`src/rtl/cfg_bar_pkg.sv`:
```
package cfg_bar_pkg;

  typedef enum logic [1:0] {
    LEN_BYTE    = 2'd0,
    LEN_WORD    = 2'd1,
    LEN_DWORD   = 2'd2,
    LEN_DWORD_X = 2'd3
  } cfg_len_e;

  localparam logic [7:0] CMD_LO_OFS  = 8'h04;
  localparam logic [7:0] CMD_HI_OFS  = 8'h05;
  localparam logic [7:0] BAR_WIN_OFS = 8'h10;

  localparam int CMD_IO_BIT  = 0;
  localparam int CMD_MEM_BIT = 1;

  // width of one per-region size code in the packed parameter vector
  localparam int SZ_CODE_W = 5;

  function automatic logic [2:0] lane_count(input logic [1:0] len);
    case (cfg_len_e'(len))
      LEN_BYTE: lane_count = 3'd1;
      LEN_WORD: lane_count = 3'd2;
      default:  lane_count = 3'd4;
    endcase
  endfunction

endpackage

```
`src/rtl/cfg_bar_slot.sv`:
```
module cfg_bar_slot #(
  parameter int LOG2          = 4,
  parameter bit IS_IO         = 1'b1,
  parameter int IO_LIMIT_LOG2 = 16
) (
  input  logic        clk,
  input  logic        rst,
  input  logic        wr_en,
  input  logic [31:0] wdata,
  input  logic        refresh,
  input  logic        space_en,
  output logic [31:0] bar_value,
  output logic        map_en,
  output logic [31:0] map_base
);

  generate
    if (LOG2 == 0) begin : g_absent
      logic unused_slot;
      assign unused_slot = ^{clk, rst, wr_en, wdata, refresh, space_en};
      assign bar_value   = '0;
      assign map_en      = 1'b0;
      assign map_base    = '0;
    end else begin : g_impl
      localparam logic [31:0] LOW_MASK = 32'hFFFF_FFFF >> (32 - LOG2);
      localparam logic [32:0] SPAN     = {1'b0, LOW_MASK};
      localparam logic [32:0] IO_TOP   = 33'd1 << IO_LIMIT_LOG2;

      logic [31:0] bar_q;
      logic [31:0] base_q;
      logic        en_q;
      logic [32:0] last_w;
      logic        ok_w;

      always_ff @(posedge clk) begin
        if (rst)        bar_q <= '0;
        else if (wr_en) bar_q <= wdata & ~LOW_MASK;
      end

      assign last_w = {1'b0, bar_q} + SPAN;

      always_comb begin
        ok_w = (bar_q != 32'd0) && !last_w[32] && (last_w[31:0] > bar_q);
        if (IS_IO) ok_w = ok_w && (last_w < IO_TOP);
      end

      always_ff @(posedge clk) begin
        if (rst) begin
          en_q   <= 1'b0;
          base_q <= '0;
        end else if (refresh) begin
          en_q   <= space_en && ok_w;
          base_q <= bar_q;
        end
      end

      assign bar_value = bar_q;
      assign map_en    = en_q;
      assign map_base  = base_q;
    end
  endgenerate

endmodule

```
`src/rtl/cfg_bar_match.sv`:
```
module cfg_bar_match #(
  parameter int                          NUM      = 6,
  parameter logic [NUM*5-1:0]            LOG2_VEC = '0,
  parameter logic [NUM-1:0]              IO_VEC   = '0
) (
  input  logic                  clk,
  input  logic                  rst,
  input  logic [31:0]           acc_addr,
  input  logic                  acc_is_io,
  input  logic [NUM-1:0]        map_en,
  input  logic [NUM-1:0][31:0]  map_base,
  output logic [NUM-1:0]        hit
);

  logic [NUM-1:0] match_w;
  logic [NUM-1:0] hit_q;

  generate
    for (genvar k = 0; k < NUM; k++) begin : g_cmp
      localparam int          L    = int'(LOG2_VEC[k*5 +: 5]);
      localparam logic [31:0] MASK = (L == 0) ? 32'h0 : (32'hFFFF_FFFF >> (32 - L));
      assign match_w[k] = map_en[k] && (IO_VEC[k] == acc_is_io) &&
                          ((acc_addr & ~MASK) == map_base[k]);
    end
  endgenerate

  always_ff @(posedge clk) begin
    if (rst) hit_q <= '0;
    else     hit_q <= match_w;
  end

  assign hit = hit_q;

endmodule

```
`src/rtl/cfg_bar_decoder.sv`:
```
module cfg_bar_decoder
  import cfg_bar_pkg::*;
#(
  parameter int                        NUM_BARS      = 6,
  parameter logic [NUM_BARS*5-1:0]     BAR_LOG2      = {5'd16, 5'd0, 5'd20, 5'd8, 5'd12, 5'd4},
  parameter logic [NUM_BARS-1:0]       BAR_IS_IO     = 6'b000101,
  parameter int                        IO_LIMIT_LOG2 = 16
) (
  input  logic                clk,
  input  logic                rst,
  input  logic                cfg_wr,
  input  logic                cfg_rd,
  input  logic [7:0]          cfg_addr,
  input  logic [1:0]          cfg_len,
  input  logic [31:0]         cfg_wdata,
  output logic                rd_valid_o,
  output logic [31:0]         rd_data_o,
  input  logic [31:0]         acc_addr,
  input  logic                acc_is_io,
  output logic [NUM_BARS-1:0] hit_o
);

  localparam logic [8:0] WIN_LO = {1'b0, BAR_WIN_OFS};
  localparam logic [8:0] WIN_HI = WIN_LO + 9'(4 * NUM_BARS);
  localparam logic [5:0] WIN_DW = 6'(BAR_WIN_OFS >> 2);

  logic [2:0]  nbytes;
  logic [7:0]  lane_ofs [4];
  logic [3:0]  lane_on;
  logic        cmd_touch;
  logic        in_win;
  logic [5:0]  bar_idx;
  logic [NUM_BARS-1:0] bar_wr;
  logic [15:0] cmd_q;
  logic        refresh_q;
  logic [NUM_BARS-1:0]       map_en;
  logic [NUM_BARS-1:0][31:0] map_base;
  logic [NUM_BARS-1:0][31:0] bar_val;
  logic [31:0] rd_w;
  logic        rd_valid_q;
  logic [31:0] rd_data_q;

  assign nbytes = lane_count(cfg_len);

  always_comb begin
    cmd_touch = 1'b0;
    for (int i = 0; i < 4; i++) begin
      lane_ofs[i] = cfg_addr + 8'(i);
      lane_on[i]  = 3'(i) < nbytes;
      if (lane_on[i] && (lane_ofs[i] == CMD_LO_OFS || lane_ofs[i] == CMD_HI_OFS))
        cmd_touch = 1'b1;
    end
  end

  assign in_win  = ({1'b0, cfg_addr} >= WIN_LO) && ({1'b0, cfg_addr} < WIN_HI);
  assign bar_idx = 6'((cfg_addr - BAR_WIN_OFS) >> 2);

  generate
    for (genvar k = 0; k < NUM_BARS; k++) begin : g_wsel
      assign bar_wr[k] = cfg_wr && cfg_len[1] && in_win && (bar_idx == 6'(k));
    end
  endgenerate

  // command register, byte-writable
  always_ff @(posedge clk) begin
    if (rst) begin
      cmd_q <= '0;
    end else if (cfg_wr) begin
      for (int i = 0; i < 4; i++) begin
        if (lane_on[i] && lane_ofs[i] == CMD_LO_OFS) cmd_q[7:0]  <= cfg_wdata[8*i +: 8];
        if (lane_on[i] && lane_ofs[i] == CMD_HI_OFS) cmd_q[15:8] <= cfg_wdata[8*i +: 8];
      end
    end
  end

  always_ff @(posedge clk) begin
    if (rst) refresh_q <= 1'b0;
    else     refresh_q <= (cfg_wr && cmd_touch) || (|bar_wr);
  end

  generate
    for (genvar k = 0; k < NUM_BARS; k++) begin : g_slot
      localparam int L = int'(BAR_LOG2[k*SZ_CODE_W +: SZ_CODE_W]);
      logic space_en;
      assign space_en = BAR_IS_IO[k] ? cmd_q[CMD_IO_BIT] : cmd_q[CMD_MEM_BIT];
      cfg_bar_slot #(
        .LOG2          (L),
        .IS_IO         (BAR_IS_IO[k]),
        .IO_LIMIT_LOG2 (IO_LIMIT_LOG2)
      ) slot_i (
        .clk       (clk),
        .rst       (rst),
        .wr_en     (bar_wr[k]),
        .wdata     (cfg_wdata),
        .refresh   (refresh_q),
        .space_en  (space_en),
        .bar_value (bar_val[k]),
        .map_en    (map_en[k]),
        .map_base  (map_base[k])
      );
    end
  endgenerate

  cfg_bar_match #(
    .NUM      (NUM_BARS),
    .LOG2_VEC (BAR_LOG2),
    .IO_VEC   (BAR_IS_IO)
  ) match_i (
    .clk       (clk),
    .rst       (rst),
    .acc_addr  (acc_addr),
    .acc_is_io (acc_is_io),
    .map_en    (map_en),
    .map_base  (map_base),
    .hit       (hit_o)
  );

  // read lane assembly
  always_comb begin
    rd_w = '0;
    for (int i = 0; i < 4; i++) begin
      logic [7:0] rb;
      rb = 8'h00;
      if (lane_ofs[i] == CMD_LO_OFS) rb = cmd_q[7:0];
      else if (lane_ofs[i] == CMD_HI_OFS) rb = cmd_q[15:8];
      else begin
        for (int k = 0; k < NUM_BARS; k++) begin
          if (lane_ofs[i][7:2] == WIN_DW + 6'(k))
            rb = bar_val[k][{lane_ofs[i][1:0], 3'b000} +: 8];
        end
      end
      if (lane_on[i]) rd_w[8*i +: 8] = rb;
    end
  end

  always_ff @(posedge clk) begin
    if (rst) begin
      rd_valid_q <= 1'b0;
      rd_data_q  <= '0;
    end else begin
      rd_valid_q <= cfg_rd;
      if (cfg_rd) rd_data_q <= rd_w;
    end
  end

  assign rd_valid_o = rd_valid_q;
  assign rd_data_o  = rd_data_q;

endmodule

```
`config.mk`:
```
export PLATFORM = sky130hd
export DESIGN_NAME = cfg_bar_decoder
export DESIGN_NICKNAME = d
export VERILOG_FILES = /design/src/rtl/cfg_bar_pkg.sv /design/src/rtl/cfg_bar_slot.sv /design/src/rtl/cfg_bar_match.sv /design/src/rtl/cfg_bar_decoder.sv
export SDC_FILE = /design/constraint.sdc
export NUM_CORES = 1
export LEC_CHECK = 0
export BUFFER_PORTS_ARGS = -buffer_cell sky130_fd_sc_hd__buf_2
export CAP_MARGIN = 30
export CORE_MARGIN = 8
export CORE_UTILIZATION = 54
export CTS_CLUSTER_SIZE = 16
export DETAILED_ROUTE_END_ITERATION = 10
export PLACE_DENSITY = 0.84
export SLEW_MARGIN = 40
export SYNTH_ARGS = -nofsm -noshare
export SYNTH_HDL_FRONTEND = slang
export SYNTH_SLANG_ARGS = --single-unit
```
`constraint.sdc`:
```
create_clock -name clk -period 6 [get_ports clk]
set_input_delay 1.8 -clock clk [delete_from_list [all_inputs] [get_ports clk]]
set_output_delay 1.8 -clock clk [all_outputs]
set_load 0.005 [all_outputs]
```
==> results of run 1 <==
==> synth_stat cells, types with 15 or more instances <==
cell type / instances
nor4_1: 38
nor3_1: 32
clkbuf_1: 95
a21o_1: 15
buf_2: 25
a211oi_1: 19
nand4_1: 27
nand2_1: 218
nor2_1: 219
a21oi_1: 103
nor2b_1: 15
mux2_2: 19
o21ai_0: 107
xnor2_1: 61
xor2_1: 54
a221oi_1: 31
a22oi_1: 20
dfxtp_1: 260
mux2i_1: 214
nand3_1: 40
mux4_2: 16
and2_1: 15
inv_1: 16
==> per-stage QoR <==
stage	worst slack (ns)	util, %	power, µW
2_1_floorplan	1.28	-	2020
3_3_place_gp	1.06	57.5	2150
3_5_place_dp	0.973	57.5	2160
4_1_cts	1.52	60.7	3810
5_1_grt	1.20	60.8	3920
6_report	1.41	60.8	3840
==> final cells by class <==
class,count,area [µm²],share of cell area [%]
well taps,378,473,2.79
clock inverters,15,138,0.812
flip-flops and latches,260,5210,30.7
clock buffers,34,753,4.45
inverters,19,71.3,0.421
repair buffers,145,830,4.90
multi-input cells,1423,9470,55.9
==> worst max-delay path: cells and delay by family <==
kind	cells	cell delay (ns)
buffers and inverters	1	0.32
AOI/OAI and AO/OA	2	0.40
adders and majority gates	1	0.53
and+or+nand+nor	5	1.99
==> power breakdown <==
group          internal (µW)  switching (µW)
sequential              1730            6.89
combinational            123             279
clock                    977             727
total                   2830            1010
==> layout by cell type, fill, tap and decap left out, drive strengths merged, types with 16 or more instances in the layout <==
cell type	count
nand3	41
nor2	219
mux2i	214
mux4	16
a21oi	104
nand4	27
a221oi	31
inv	18
dfxtp	260
a211oi	19
nand2	218
mux2	19
nor3	32
clkbuf	34
xor2	54
o21ai	108
a22oi	20
nor4	40
and2	16
buf	145
xnor2	62
==> worst min path at each step <==
stage / startpoint / to / depth (start not counted) / slack (ns)
after detailed placement: rd_data_o[5]$_SDFFE_PP0P_ / rd_data_o[5]$_SDFFE_PP0P_ / 1 / 0.43
final: rd_data_o[5]$_SDFFE_PP0P_ / rd_data_o[5]$_SDFFE_PP0P_ / 1 / 0.45
after floorplan: g_slot[3].slot_i.map_en$_SDFFE_PP0P_ / match_i.hit[3]$_SDFF_PP0_ / 2 / 0.43
after global placement: rd_data_o[28]$_SDFFE_PP0P_ / rd_data_o[28]$_SDFFE_PP0P_ / 1 / 0.43
after global routing: rd_data_o[28]$_SDFFE_PP0P_ / rd_data_o[28]$_SDFFE_PP0P_ / 1 / 0.47
after CTS: rd_data_o[5]$_SDFFE_PP0P_ / rd_data_o[5]$_SDFFE_PP0P_ / 1 / 0.45
==> sequential cells by signal (all words and copies together), names as in the netlist <==
signal                   cells
refresh_q                    1
cmd_q                       16
g_slot.slot_i.map_base     100
rd_data_o                   32
match_i.hit                  5
rd_valid_o                   1
g_slot.slot_i.map_en         5
g_slot.slot_i.bar_value    100
==> layer usage <==
layer | global-route usage, % | part of all wire (%)
met5 | 0 | 0
met4 | 21.0 | 7.2
met3 | 8.80 | 12
met2 | 53.9 | 42
met1 | 46.1 | 38
==> kinds of logic after synthesis <==
| family | count (synthesis) |
|---|---|
| and+or+nand+nor | 653 |
| AOI/OAI and AO/OA | 393 |
| DFF | 260 |
| muxes | 249 |
| buffers and inverters | 156 |
| xor gates and xnor gates | 116 |
| adders and majority gates | 11 |
| other | 1 |
==> impl_metrics.ini, run 1 <==
[critical_path]
startpoint = cfg_addr[2]
r2r_start = g_slot[0].slot_i.bar_value[20]$_SDFFE_PP0P_
slowest_delay_ns = 0.58
endpoint = cmd_q[7]$_SDFFE_PP0P_
cp-start-kind = primary input
worst_setup_path_end_kind = register
rr_endpoint = rd_data_o[12]$_SDFFE_PP0P_
path_cells = buf_2, ha_1, nand2_1, or3_1, o211a_1, nand3_1, or3b_1, and2_1, a31oi_1
crit_fanout = 17
r2r_cells = 5
path_class = in2reg
reg2reg_slack_ns = 3.52
worstPathRequired_ns = 6.47
crit_arrival_ns = 5.06
cp_slowest_cell = or3b_1

[outcome]
status = complete, no violations

[yosys]
postSynthAreaPerCell_um2 = 8.31
post_synth_fa_ha_maj_area_fraction_pct = 0.901
yosysSeqAreaShare_pct = 34.1
synth_top_area_cell = dfxtp_1
synth_area_leaders = dfxtp_1, mux2i_1, nor2_1
async_flop_share_pct = 0
synth_ff_type = dfxtp_1
yosysTopAreaCellShare_pct = 34.1
synth_compound_area_share_pct = 16.7
ys_ff_latch = 260
synth_xor_area_share_pct = 6.70
synth_top_family_by_area = simple AND/OR/NAND/NOR gates
synth_nets = 1929
synthMuxAreaShare_pct = 17.8
ys_warn_count = 0
synth.cell_area_mm2 = 0.0153
syn-instance-count = 1839
synth_edf_count = 0
yosys.area_share.simple_pct = 19.5
ys_types = 78

[global_routing]
gr-total-overflow = 0
grt_pass1_vias = 14300
antenna_found_initial = 0
track_usage_pct = 35.8
grt_first_pass_wirelength_um = 91200
grt_max_degree = 99

[timing]
setup_tns_ns = 0
hold_slack_ns = 0.448
max_slew.worst_pin.slew_ns = 0.874
setup_violations = 0
grt_setup_unrepaired = no
max_freq_mhz = 218
finClkSkew_ns = 0.0151
fin_crit_sh_pct = 76.4
fin_crit_ns = 4.59
max-slew-margin-rel_pct = 41.3
maxSlewViolCount = 0
final_hold_viol_count = 0

[placement]
port_buffers = 112
dp_hpwl_um = 45300
place_area_mm2 = 0.0160
numPlacedInstances = 2225
place_congestion = 0.996

[cts]
cts_max_path_buffers = 3
postCtsSetupBuffers = 0
clk_latency_ns = 0.55
ctsHoldBuffers = 0
cts_tree = built
post_cts_resized = 0
cts_sinks = 260
cts_root_buf = clkbuf_16
cts_inserted_buffers = 27
path_clk_slew_ns = 0.07
htreeDepth = 1

[final_layout]
syn_to_final_growth_pct = 10.9
fillCellCount = 2436
design_area_mm2 = 0.0169
nNetsFinal = 1966
final_cells = 2274
drive_above_1_share_pct = 13.2
diodes = 0

[power_and_ir_drop]
cellPowerDensity_mw_per_mm2 = 227
max-vdd-ir-drop_mv = 0.234
p_leak_uw = 0.00640

[drt]
first_pass_iters = 8
wl_um = 62800
vias = 15300
via_per_inst = 6.71
ant_nets = 0
drc = 0
drtIter0Drc = 2379
post_drt_wl_per_cell_um = 27.6

[floorplanning]
die-width_um = 184
die_h_um = 184
rows = 61
initial_core_util_pct = 54.9
ios = 118
die_area_mm2 = 0.0339
core_mm2 = 0.0279

[hold_path]
min_path_type = reg2reg

[job]
cap_violations = 0
No activity file was read; power rests on OpenSTA's default activity.
==> inputs of run 2 (changes only) <==
==> constraint.sdc (replaced) <==
create_clock -name clk -period 4.8 [get_ports clk]
set_input_delay 1.44 -clock clk [delete_from_list [all_inputs] [get_ports clk]]
set_output_delay 1.44 -clock clk [all_outputs]
set_load 0.005 [all_outputs]
==> impl_metrics.ini, run 2 (synthesis gave the netlist of run 1 again) <==
[global_routing]
grt_pass1_vias = 14400
antenna_found_initial = 1
track_usage_pct = 36.2
grt_first_pass_wirelength_um = 92200
gr-total-overflow = 0
grt_max_degree = 215

[timing]
fin_crit_sh_pct = 89.5
setup_tns_ns = 0
max_slew.worst_pin.slew_ns = 0.905
grt_setup_unrepaired = no
fin_crit_ns = 4.29
finClkSkew_ns = 0.0327
setup_violations = 0
maxSlewViolCount = 0
final_hold_viol_count = 0
max_freq_mhz = 233
max-slew-margin-rel_pct = 39.6

[power_and_ir_drop]
intPower_uw = 3580
clockPowerShare_pct = 44.7
max-vdd-ir-drop_mv = 0.332
seqPwrFrac_pct = 44.4
cellPowerDensity_mw_per_mm2 = 285
combPwrFrac_pct = 10.8
fin_total_pwr_uw = 4880
p_leak_uw = 0.00648
p_sw_uw = 1300
swShare_pct = 26.6

[critical_path]
worst_setup_path_end_kind = register
cp-start-kind = primary input
slowest_delay_ns = 0.85
cp_top_family = buffers and inverters
path_cells = buf_2, clkinv_1, ha_1, clkinv_1, buf_4, nor2_1, a211oi_1, a311oi_1, nor4_1, a211oi_1
path_class = in2reg
path_buf_inv = 4
crit_arrival_ns = 4.75
cp_slowest_cell = ha_1
worstPathRequired_ns = 5.26
crit_fanout = 17

[final_layout]
layout_commonest_cell = dfxtp_1
final_cells = 2293
drive_above_1_share_pct = 13.7
syn_to_final_growth_pct = 12.1
mostFrequentLayoutCells = dfxtp_1, nor2_1, nand2_1
nNetsFinal = 1985

[cts]
clk_latency_ns = 0.58
cts_inserted_buffers = 27
cts_root_buf = clkbuf_16
ctsHoldBuffers = 0
post_cts_resized = 0
cts_sinks = 260
cts_tree = built
postCtsSetupBuffers = 0
cts_max_path_buffers = 3
htreeDepth = 1
path_clk_slew_ns = 0.06

[drt]
ant_nets = 0
drtIter0Drc = 1972
post_drt_wl_per_cell_um = 27.7
via_per_inst = 6.67
drc = 0
wl_um = 63600
vias = 15300
first_pass_iters = 7

[placement]
dp_hpwl_um = 46400
port_buffers = 112
place_congestion = 1.05
numPlacedInstances = 2243

[floorplanning]
die_h_um = 184
core_mm2 = 0.0279
initial_core_util_pct = 54.9
die_area_mm2 = 0.0339
ios = 118
die-width_um = 184
rows = 61

[hold_path]
min_path_type = reg2reg

[outcome]
status = complete, no violations

[job]
cap_violations = 0
[run 2: per-stage QoR]
step / worst slack [ns] / util (%) / hold slack, ns / cell area [µm²]
final: 0.506 / 61.5 / 0.449 / 17100
after global routing: 0.409 / 61.5 / 0.470 / 17100
after CTS: 0.613 / 61.3 / 0.455 / 17100
after global placement: 0.189 / 58.0 / 0.430 / 16200
after floorplan: 0.440 / - / 0.428 / 15300
after detailed placement: 0.102 / 58.0 / 0.441 / 16200
[run 2: layout make-up]
class / count / area, µm²
clock inverters: 10 / 133
fillers: 2373 / 10700
clock buffers: 38 / 787
diodes: 1 / 2.50
multi-input cells: 1423 / 9440
repair buffers: 164 / 1000
well taps: 378 / 473
inverters: 19 / 71.3
flip-flops and latches: 260 / 5210
[run 2: per-layer routing]
layer	up-vias	global-route usage (%)	part of all wire (%)
li1	6702	-	-
met2	1107	53.9	42
met1	7255	47.3	38
met4	0	21.2	6.6
met3	233	8.58	13
met5	-	0	0
[run 2: power by group through the flow]
stage / sequential [µW] / clock, µW / combinational, µW
after floorplan: 2210 / 0 / 307
after global placement: 2220 / 0 / 499
after detailed placement: 2220 / 0 / 503
after CTS: 2170 / 2180 / 506
after global routing: 2170 / 2270 / 548
final: 2170 / 2180 / 530
[run 2: worst paths after layout]
path	start	end	slack, ns	depth (start not counted)
hold / removal	rd_data_o[28]$_SDFFE_PP0P_	rd_data_o[28]$_SDFFE_PP0P_	0.45	1
hold reg to reg	rd_data_o[28]$_SDFFE_PP0P_	rd_data_o[28]$_SDFFE_PP0P_	0.45	1
setup reg to reg	g_slot[0].slot_i.bar_value[17]$_SDFFE_PP0P_	rd_data_o[9]$_SDFFE_PP0P_	2.63	5
setup / recovery	cfg_addr[1]	rd_data_o[15]$_SDFFE_PP0P_	0.51	10
